### config.mk
export PLATFORM = sky130hd
export DESIGN_NAME = xor_phase_meter
export DESIGN_NICKNAME = d
export VERILOG_FILES = /design/src/rtl/xpm_pkg.sv /design/src/rtl/xpm_sync.sv /design/src/rtl/xpm_window.sv /design/src/rtl/xpm_lock.sv /design/src/rtl/xor_phase_meter.sv
export SDC_FILE = /design/constraint.sdc
export NUM_CORES = 1
export LEC_CHECK = 0
export CORE_MARGIN = 2
export CORE_UTILIZATION = 65
export CTS_CLUSTER_SIZE = 30
export DETAILED_ROUTE_END_ITERATION = 10
export DONT_BUFFER_PORTS = 1
export PLACE_DENSITY = 0.83
export SYNTH_ARGS = -nofsm -noshare
export SYNTH_HDL_FRONTEND = slang
export SYNTH_SLANG_ARGS = --single-unit
### constraint.sdc
create_clock -name clk -period 9.95 [get_ports clk]
set_clock_uncertainty 0.05 [all_clocks]
set_input_delay 2.4875 -clock clk [delete_from_list [all_inputs] [get_ports clk]]
set_output_delay 2.4875 -clock clk [all_outputs]
set_load 0.005 [all_outputs]
### src/rtl/xpm_pkg.sv
// Shared definitions for the sampled XOR phase meter.
package xpm_pkg;
    // Default synchronizer depth for asynchronous inputs.
    localparam int unsigned SYNC_DEPTH_DEF = 2;

    // Measurement window state.
    typedef enum logic [1:0] {
        WIN_IDLE  = 2'd0,   // no reference edge seen yet
        WIN_RUN   = 2'd1,   // counting a live window
        WIN_STALE = 2'd2    // window hit the sample limit
    } win_state_e;
endpackage

### src/rtl/xpm_sync.sv
// Multi-stage synchronizer, one flop chain per lane.
// Assumes each lane is an independent level; no cross-lane coherence.
module xpm_sync #(
    parameter int unsigned LANES  = 2,
    parameter int unsigned STAGES = xpm_pkg::SYNC_DEPTH_DEF
) (
    input  logic             clk,
    input  logic             rst_n,
    input  logic [LANES-1:0] async_i,
    output logic [LANES-1:0] sync_o
);
    genvar g;
    generate
        for (g = 0; g < LANES; g++) begin : g_lane
            logic [STAGES-1:0] chain_q;
            // Shift the raw level through the chain.
            always_ff @(posedge clk) begin
                if (!rst_n) chain_q <= '0;
                else        chain_q <= {chain_q[STAGES-2:0], async_i[g]};
            end
            assign sync_o[g] = chain_q[STAGES-1];
        end
    endgenerate
endmodule

### src/rtl/xpm_window.sv
// Window counter: detects rising reference edges, counts samples and
// XOR-high samples between them, latches results and flags stale windows.
// Assumes lim_i >= 2 and is held steady while a window runs.
module xpm_window #(
    parameter int unsigned CNT_W = 16
) (
    input  logic             clk,
    input  logic             rst_n,
    input  logic             ref_s_i,
    input  logic             diff_i,
    input  logic [CNT_W-1:0] lim_i,
    output logic             rise_o,
    output logic             win_ok_o,
    output logic             stale_o,
    output logic [CNT_W-1:0] per_live_o,
    output logic [CNT_W-1:0] hi_live_o,
    output logic             valid_o,
    output logic [CNT_W-1:0] period_o,
    output logic [CNT_W-1:0] high_o
);
    import xpm_pkg::*;

    localparam int unsigned EXT_W = CNT_W + 1;

    win_state_e       state_q;
    logic             ref_d_q;
    logic [CNT_W-1:0] per_q;
    logic [CNT_W-1:0] hi_q;
    logic [EXT_W-1:0] per_nxt;
    logic             hits_lim;

    assign rise_o     = ref_s_i & ~ref_d_q;
    assign win_ok_o   = rise_o && (state_q == WIN_RUN);
    assign stale_o    = (state_q == WIN_STALE);
    assign per_live_o = per_q;
    assign hi_live_o  = hi_q;
    assign per_nxt    = {1'b0, per_q} + EXT_W'(1);
    assign hits_lim   = (per_nxt >= {1'b0, lim_i});

    // Delay the synchronized reference for edge detection.
    always_ff @(posedge clk) begin
        if (!rst_n) ref_d_q <= 1'b0;
        else        ref_d_q <= ref_s_i;
    end

    // Advance the window state at edges and on reaching the limit.
    always_ff @(posedge clk) begin
        if (!rst_n)                              state_q <= WIN_IDLE;
        else if (rise_o)                         state_q <= WIN_RUN;
        else if (state_q == WIN_RUN && hits_lim) state_q <= WIN_STALE;
    end

    // Count samples and XOR-high samples of the live window.
    always_ff @(posedge clk) begin
        if (!rst_n) begin
            per_q <= '0;
            hi_q  <= '0;
        end else if (rise_o) begin
            per_q <= CNT_W'(1);
            hi_q  <= diff_i ? CNT_W'(1) : '0;
        end else if (state_q == WIN_RUN) begin
            per_q <= hits_lim ? lim_i : per_nxt[CNT_W-1:0];
            hi_q  <= hi_q + CNT_W'(diff_i);
        end
    end

    // Latch the closed window's counts and strobe completed ones.
    always_ff @(posedge clk) begin
        if (!rst_n) begin
            period_o <= '0;
            high_o   <= '0;
            valid_o  <= 1'b0;
        end else begin
            valid_o <= win_ok_o;
            if (rise_o && state_q != WIN_IDLE) begin
                period_o <= per_q;
                high_o   <= hi_q;
            end
        end
    end

    // strobes come from distinct edges, never back to back
    assert_valid_single_R2: assert property (@(posedge clk) disable iff (!rst_n)
        valid_o |=> !valid_o);

    // a strobe only follows a window that was running cleanly
    assert_valid_from_run_R6: assert property (@(posedge clk) disable iff (!rst_n)
        valid_o |-> $past(state_q == WIN_RUN));

    // a stale window holds its saturated count until an edge
    assert_stale_hold_R8: assert property (@(posedge clk) disable iff (!rst_n)
        (state_q == WIN_STALE && !rise_o && $stable(lim_i)) |=> (per_q == $past(per_q)));
endmodule

### src/rtl/xpm_lock.sv
// Quadrature lock judge: compares twice the high count with the period
// count at each window close. Assumes counts come from the same window.
module xpm_lock #(
    parameter int unsigned CNT_W = 16
) (
    input  logic             clk,
    input  logic             rst_n,
    input  logic             rise_i,
    input  logic             win_ok_i,
    input  logic             stale_i,
    input  logic [CNT_W-1:0] per_i,
    input  logic [CNT_W-1:0] hi_i,
    input  logic [CNT_W-1:0] tol_i,
    output logic             lock_o
);
    localparam int unsigned DBL_W = CNT_W + 1;

    logic [DBL_W-1:0] hi_dbl;
    logic [DBL_W-1:0] per_ext;
    logic [DBL_W-1:0] gap;
    logic             near_quad;

    // Distance of the doubled high count from the period.
    always_comb begin
        hi_dbl    = {hi_i, 1'b0};
        per_ext   = {1'b0, per_i};
        gap       = (hi_dbl >= per_ext) ? (hi_dbl - per_ext) : (per_ext - hi_dbl);
        near_quad = (gap <= {tol_i, 1'b0});
    end

    // Update lock at window close, clear it while stale.
    always_ff @(posedge clk) begin
        if (!rst_n)      lock_o <= 1'b0;
        else if (stale_i) lock_o <= 1'b0;
        else if (rise_i)  lock_o <= win_ok_i && near_quad;
    end

    // lock only rises at a completed window close
    assert_lock_on_close_R7: assert property (@(posedge clk) disable iff (!rst_n)
        $rose(lock_o) |-> $past(rise_i && win_ok_i));

    // lock cannot be set while the window is stale
    assert_lock_clear_stale_R8: assert property (@(posedge clk) disable iff (!rst_n)
        (stale_i && !rise_i) |=> !lock_o);
endmodule

### src/rtl/xor_phase_meter.sv
// Sampled XOR phase meter top: synchronizes reference and feedback,
// forms their XOR and measures its duty per reference period.
// Assumes near-50% duty square inputs slower than a few clock periods.
module xor_phase_meter #(
    parameter int unsigned CNT_W  = 16,
    parameter int unsigned STAGES = xpm_pkg::SYNC_DEPTH_DEF
) (
    input  logic             clk,
    input  logic             rst_n,
    input  logic             ref_in,
    input  logic             fb_in,
    input  logic [CNT_W-1:0] lock_tol,
    input  logic [CNT_W-1:0] timeout_lim,
    output logic [CNT_W-1:0] period_cnt,
    output logic [CNT_W-1:0] high_cnt,
    output logic             meas_valid,
    output logic             quad_lock
);
    localparam int unsigned LANES = 2;

    logic [LANES-1:0] raw;
    logic [LANES-1:0] synced;
    logic             diff;
    logic             rise;
    logic             win_ok;
    logic             stale;
    logic [CNT_W-1:0] per_live;
    logic [CNT_W-1:0] hi_live;

    assign raw  = {fb_in, ref_in};
    assign diff = synced[0] ^ synced[1];

    xpm_sync #(.LANES(LANES), .STAGES(STAGES)) u_sync (
        .clk     (clk),
        .rst_n   (rst_n),
        .async_i (raw),
        .sync_o  (synced)
    );

    xpm_window #(.CNT_W(CNT_W)) u_window (
        .clk        (clk),
        .rst_n      (rst_n),
        .ref_s_i    (synced[0]),
        .diff_i     (diff),
        .lim_i      (timeout_lim),
        .rise_o     (rise),
        .win_ok_o   (win_ok),
        .stale_o    (stale),
        .per_live_o (per_live),
        .hi_live_o  (hi_live),
        .valid_o    (meas_valid),
        .period_o   (period_cnt),
        .high_o     (high_cnt)
    );

    xpm_lock #(.CNT_W(CNT_W)) u_lock (
        .clk      (clk),
        .rst_n    (rst_n),
        .rise_i   (rise),
        .win_ok_i (win_ok),
        .stale_i  (stale),
        .per_i    (per_live),
        .hi_i     (hi_live),
        .tol_i    (lock_tol),
        .lock_o   (quad_lock)
    );

    // a reported high count never exceeds its period count
    assert_high_le_period_R4: assert property (@(posedge clk) disable iff (!rst_n)
        meas_valid |-> (high_cnt <= period_cnt));
endmodule

==> results.py, run 1 <==
metrics = {
    "status": {
        "status": "finished clean",
    },
    "sta": {
        "finalMaxSlewViolations": 0,
        "fin_setup_tns_ps": 0,
        "fin_crit_sh": 0.505,
        "whs_ps": 389,
        "hold_violations": 0,
        "rsz0062_at_grt": "no",
        "max_freq_ghz": 0.199,
        "setup_violations": 0,
        "slew_headroom": 0.131,
        "finalCriticalPeriod_ps": 5020,
        "worstMarginPinSlew_ps": 1300,
        "setup_slack_ps": 4930,
    },
    "cells_and_area": {
        "antennaDiodeCount": 0,
        "layout_common_cells": "nand2_1, a21oi_1, dfxtp_1",
        "final_cell_area_mm2": 0.00586,
        "drive_above_1_share": 0.0494,
        "fin_nets": 807,
        "area_delta_synth_final_pct": 4.23,
        "layout_commonest_cell": "nand2_1",
        "layoutNonFillerInstCount": 813,
    },
    "logic_synthesis": {
        "synth_edf_count": 0,
        "yosysUniqueCellTypes": 62,
        "ys_async_sr_fraction": 0,
        "synthCells": 724,
        "netlist_area_mm2": 0.00563,
        "synth-seq-cells": 73,
        "seq_area_frac_synth": 0.260,
        "ys.flop_type": "dfxtp_1",
        "yosys_warnings": 0,
        "syn_avg_cell_area_um2": 7.77,
        "synth_nets": 828,
    },
    "worst_setup_path": {
        "r2r_start": "u_window.per_live_o[2]$_SDFFE_PP0P_",
        "reg2reg_depth": 14,
        "required_ps": 10140,
        "r2r_end": "u_window.per_live_o[4]$_SDFFE_PP0P_",
        "cp_max_fo": 19,
        "start_kind": "input port",
        "endpoint_kind": "flip-flop",
        "crit_end": "u_window.per_live_o[4]$_SDFFE_PP0P_",
        "critPathKind": "in -> reg",
        "regToRegSetupSlack_ps": 5130,
        "crit_start": "timeout_lim[3]",
        "worstPathArrival_ps": 5220,
    },
    "die": {
        "coreArea_mm2": 0.00830,
        "die-area_mm2": 0.00941,
        "rows": 33,
        "initial_core_util": 0.678,
        "die_w_um": 97.0,
        "ios": 70,
        "die_h_um": 97.0,
    },
    "clock_tree": {
        "numClockSinks": 73,
        "cts_hold_buf": 0,
        "ctsResizeCount": 0,
        "cts_tree": "yes",
        "post-cts-setup-buffers": 0,
        "cts_buffer_depth": 2,
        "cts_root_buffer": "clkbuf_8",
        "cts_buffers": 9,
        "clock_latency_ps": 370,
        "htree_levels": 3,
        "clk_pin_slew_worst_paths_ps": 80,
    },
    "grt": {
        "grt_pass1_vias": 5059,
        "grt.overflow.total": 0,
        "grt_start_max_net_pins": 39,
        "grt_usage": 0.314,
        "grt_pass1_wl_mm": 24.4,
        "antenna_found_initial": 0,
    },
    "power_and_ir_drop": {
        "leakage_nw": 2.57,
        "ir_drop_v": 0.000108,
        "combPwrFrac": 0.173,
        "p_per_area_mw_per_mm2": 118,
        "switching_share": 0.283,
        "p_int_w": 0.000495,
        "p_sw_w": 0.000195,
        "sequentialPowerShare": 0.430,
        "p_clk_frac": 0.397,
    },
    "drt": {
        "drt-total-wl_mm": 14.7,
        "ant_nets": 0,
        "vias_per_cell": 6.27,
        "dr.pass1.iters": 5,
        "drc": 0,
        "vias": 5094,
        "dr.first_iter.drc_count": 342,
        "wl_per_cell_um": 18.0,
    },
    "placement": {
        "place_area_mm2": 0.00564,
        "gp_congestion": 1.01,
        "pre_cts_ws_ps": 4600,
        "port_buffers": 0,
        "dp_hpwl_mm": 11.1,
        "place_inst": 797,
    },
    "job": {
        "maxCapViolations": 0,
    },
    "worst_hold_path": {
        "holdCritPathClass": "reg -> reg",
    },
}
==> layout make-up <==
type / instances / area [µm²]
clock buffers: 10 / 138
inverters: 69 / 259
repair buffers: 2 / 15.0
flip-flops and latches: 73 / 1460
well taps: 105 / 131
multi-input cells: 548 / 3770
clock inverters: 6 / 90.1
fillers: 673 / 2440
==> state kept, by name (all words and copies together), names as in the netlist <==
signal	flops
u_window.valid_o	1
u_window.hi_live_o	16
u_lock.lock_o	1
u_window.high_o	16
u_window.period_o	16
u_window.per_live_o	16
u_window.ref_d_q	1
u_window.state_q	2
u_sync.g_lane.chain_q	4
==> kinds of logic after synthesis <==
kind of cell               after synthesis  synth area share
DFF                                     73             0.260
adders and majority gates               68             0.154
muxes                                   23            0.0409
buffers and inverters                  103            0.0745
xor gates and xnor gates                43            0.0669
and+or+nand+nor                        235             0.198
AOI/OAI and AO/OA                      179             0.206
==> how the worst min path moves through the flow <==
stage | start | slack (ps) | endpoint | cells after the start
detailed placement | u_sync.g_lane[1].chain_q[0]$_SDFF_PN0_ | 370 | u_sync.g_lane[1].chain_q[1]$_SDFF_PN0_ | 1
global placement | u_sync.g_lane[1].chain_q[0]$_SDFF_PN0_ | 360 | u_sync.g_lane[1].chain_q[1]$_SDFF_PN0_ | 1
finish | u_sync.g_lane[1].chain_q[0]$_SDFF_PN0_ | 390 | u_sync.g_lane[1].chain_q[1]$_SDFF_PN0_ | 1
global route | u_sync.g_lane[1].chain_q[0]$_SDFF_PN0_ | 400 | u_sync.g_lane[1].chain_q[1]$_SDFF_PN0_ | 1
CTS | u_sync.g_lane[1].chain_q[0]$_SDFF_PN0_ | 390 | u_sync.g_lane[1].chain_q[1]$_SDFF_PN0_ | 1
floorplan | u_sync.g_lane[0].chain_q[0]$_SDFF_PN0_ | 360 | u_sync.g_lane[0].chain_q[1]$_SDFF_PN0_ | 1
==> worst max-delay path, cell delays in order <==
cell      delay [ps]
inv_1             20
ha_1             290
a21oi_1          150
nor2b_1           60
o41ai_1          440
a41oi_1          260
a311oi_4         700
buf_4            390
a21oi_1          120
o32ai_1          290
==> synthesized netlist by cell type, drive strengths merged, types with 2 or more instances <==
cell     number  area [µm²]
a211o         2        17.5
a211oi        7        70.1
a21o         16         120
a21oi        83         419
a221oi        2        23.8
and2          6        37.5
and3          4        25.0
and4          2        17.5
buf          13        81.3
clkbuf       21        78.8
dfxtp        73        1460
fa            2        40.0
ha           66         826
inv          69         259
mux2i        23         230
nand2        96         363
nand2b       11        68.8
nand3        21         110
nand4        13        81.3
nor2         44         165
nor2b        11        68.8
nor3         12        71.3
nor4          4        31.3
o2111ai       3        26.3
o211ai        3        22.5
o21a          9        67.6
o21ai        22         110
o21bai        5        37.5
o2bb2ai       3        26.3
o31a          2        17.5
o31ai         3        36.3
o32ai         9        78.8
o41ai         2        17.5
or2           2        12.5
or3           6        37.5
xnor2        34         298
xor2          9        78.8
==> metal layers <==
metal	routed length, µm	GRT usage
met1	6140	0.403
met2	7310	0.553
met3	1000	0.0441
met4	207	0.0834
met5	0	0
==> power groups by stage <==
stage	Combinational (W)	Clock, W	Sequential (W)
after floorplan	0.0000945	0	0.000303
after global placement	0.000113	0	0.000304
after detailed placement	0.000118	0	0.000304
after CTS	0.000119	0.000273	0.000297
after global routing	0.000134	0.000282	0.000297
final	0.000120	0.000274	0.000297
==> per-stage QoR <==
stage / utilization / total power, W
5_1_grt: 0.706 / 0.000713
3_5_place_dp: 0.679 / 0.000422
4_1_cts: 0.706 / 0.000688
3_3_place_gp: 0.679 / 0.000416
2_1_floorplan: - / 0.000397
6_report: 0.706 / 0.000690
No activity file was read; power rests on OpenSTA's default activity.
==> run 2: changes to the inputs <==
Settings changed: CORE_UTILIZATION 65 to 59, PLACE_DENSITY 0.83 to 0.8.
Clock period 9.95 ns to 4.4 ns, I/O delays scaled along.
==> results.py, run 2 (synthesis results as in run 1) <==
metrics = {
    "cells_and_area": {
        "drive_above_1_share": 0.0718,
        "layout_common_cells": "nand2_1, a21oi_1, dfxtp_1",
        "antennaDiodeCount": 0,
        "area_delta_synth_final_pct": 7.52,
        "fillers": 813,
        "layout_commonest_cell": "nand2_1",
        "multi_input_area_mm2": 0.00379,
        "fin_nets": 823,
        "regArea_mm2": 0.00146,
    },
    "worst_setup_path": {
        "reg2reg_depth": 16,
        "critPathKind": "reg -> reg",
        "r2r_end": "u_lock.lock_o$_SDFFE_PP0P_",
        "start_kind": "flip-flop",
        "worstPathArrival_ps": 4290,
        "slowest_delay_ps": 500,
        "required_ps": 4640,
        "cp_max_fo": 15,
        "cp_top_family": "simple AND/OR/NAND/NOR gates",
        "endpoint_kind": "flip-flop",
        "cp_cell_sequence": "inv_1 -> ha_1 -> nand4_1 -> nor4_4 -> buf_4 -> a211oi_4 -> buf_4 -> nand2_4 -> mux2i_1 -> xor2_1 -> ha_1 -> nand4_1 -> or3_1 -> o31ai_1 -> nor2_1 -> a211oi_1",
        "regToRegSetupSlack_ps": 350,
        "cp_num_buf_inv": 3,
        "r2r_start": "u_window.hi_live_o[9]$_SDFFE_PN0P_",
        "crit_slowest_cell": "ha_1",
    },
    "die": {
        "die_h_um": 102,
        "rows": 35,
        "die_w_um": 102,
        "coreArea_mm2": 0.00924,
        "die-area_mm2": 0.0103,
        "ios": 70,
        "initial_core_util": 0.609,
    },
    "sta": {
        "worstMarginPinSlew_ps": 1340,
        "fin_setup_tns_ps": 0,
        "finalMaxSlewViolations": 0,
        "rsz0062_at_grt": "no",
        "slew_headroom": 0.107,
        "finalCriticalPeriod_ps": 4050,
        "hold_violations": 0,
        "fin_crit_sh": 0.919,
        "max_freq_ghz": 0.247,
        "setup_violations": 0,
    },
    "clock_tree": {
        "cts_hold_buf": 0,
        "htree_levels": 3,
        "clock_latency_ps": 370,
        "cts_root_buffer": "clkbuf_8",
        "numClockSinks": 73,
        "clk_pin_slew_worst_paths_ps": 90,
        "cts_buffers": 9,
        "cts_tree": "yes",
        "cts_buffer_depth": 2,
    },
    "power_and_ir_drop": {
        "finalPower_w": 0.00159,
        "leakage_nw": 2.67,
        "p_per_area_mw_per_mm2": 262,
        "ir_drop_v": 0.000238,
    },
    "worst_hold_path": {
        "hold_depth": 1,
        "holdPathEnd": "u_sync.g_lane[1].chain_q[1]$_SDFF_PN0_",
        "holdCritPathClass": "reg -> reg",
        "hp-start": "u_sync.g_lane[1].chain_q[0]$_SDFF_PN0_",
    },
    "drt": {
        "drt-total-wl_mm": 15.4,
        "drc": 0,
        "vias": 5157,
        "dr.first_iter.drc_count": 271,
        "dr.pass1.iters": 5,
        "ant_nets": 0,
        "wl_per_cell_um": 18.1,
        "vias_per_cell": 6.05,
    },
    "grt": {
        "grt_start_max_net_pins": 39,
        "grt.overflow.total": 0,
        "grt_pass1_wl_mm": 25.1,
        "grt_usage": 0.309,
        "grt_pass1_vias": 5073,
        "antenna_found_initial": 0,
    },
    "status": {
        "status": "finished clean",
    },
    "placement": {
        "dp_hpwl_mm": 11.9,
        "port_buffers": 0,
        "gp_congestion": 0.981,
    },
    "job": {
        "maxCapViolations": 0,
    },
}
run 2: changes by cell type in the layout (fill, tap and decap cells not counted), sizes merged:
cell,change
buf,+16
clkbuf,+1
clkinv,-1
clkinvlp,-1
inv,+1
run 2: how the worst max path moves through the flow:
stage / startpoint / to / depth (start not counted)
4_1_cts: u_window.hi_live_o[12]$_SDFFE_PN0P_ / u_lock.lock_o$_SDFFE_PP0P_ / 14
3_5_place_dp: u_window.hi_live_o[12]$_SDFFE_PN0P_ / u_lock.lock_o$_SDFFE_PP0P_ / 14
5_1_grt: u_window.per_live_o[0]$_SDFFE_PN0P_ / u_lock.lock_o$_SDFFE_PP0P_ / 15
6_report: u_window.hi_live_o[9]$_SDFFE_PN0P_ / u_lock.lock_o$_SDFFE_PP0P_ / 16
3_3_place_gp: u_window.hi_live_o[10]$_SDFFE_PN0P_ / u_lock.lock_o$_SDFFE_PP0P_ / 14
2_1_floorplan: u_window.hi_live_o[12]$_SDFFE_PN0P_ / u_lock.lock_o$_SDFFE_PP0P_ / 16
run 2: what timing repair did:
| action | CTS | global route |
|---|---|---|
| gates resized for setup | 0 | 4 |
| setup endpoints to repair | 0 | 1 |
| buffers inserted | 0 | 3 |
run 2: cell type report:
class,count,area share
clock buffer,11,0.0234
inverter,69,0.0428
tap,129,0.0267
timing repair buffer,18,0.0244
multi-input combinational,548,0.627
sequential,73,0.242
clock inverter,5,0.0143
run 2: report_power, final:
part | switching (W) | internal, W | total [W]
Sequential | 0.00000677 | 0.000665 | 0.000672
Clock | 0.000290 | 0.000341 | 0.000631
Combinational | 0.000157 | 0.000127 | 0.000285
Total | 0.000454 | 0.00113 | 0.00159
run 2: through the flow:
step	hold slack, ps	setup WS [ps]	std cells	utilization	area, µm²
floorplan	362	725	724	-	5630
global placement	364	87.3	834	0.625	5780
detailed placement	375	152	834	0.625	5780
CTS	396	106	850	0.650	6000
global route	411	21.2	853	0.655	6050
finish	394	355	853	0.655	6050
run 2: layer usage:
metal,GRT usage,share of wire,vias to the layer above
li1,-,-,2492
met1,0.390,0.42,2465
met2,0.526,0.49,169
met3,0.0531,0.061,31
met4,0.114,0.026,0
met5,0,0,-
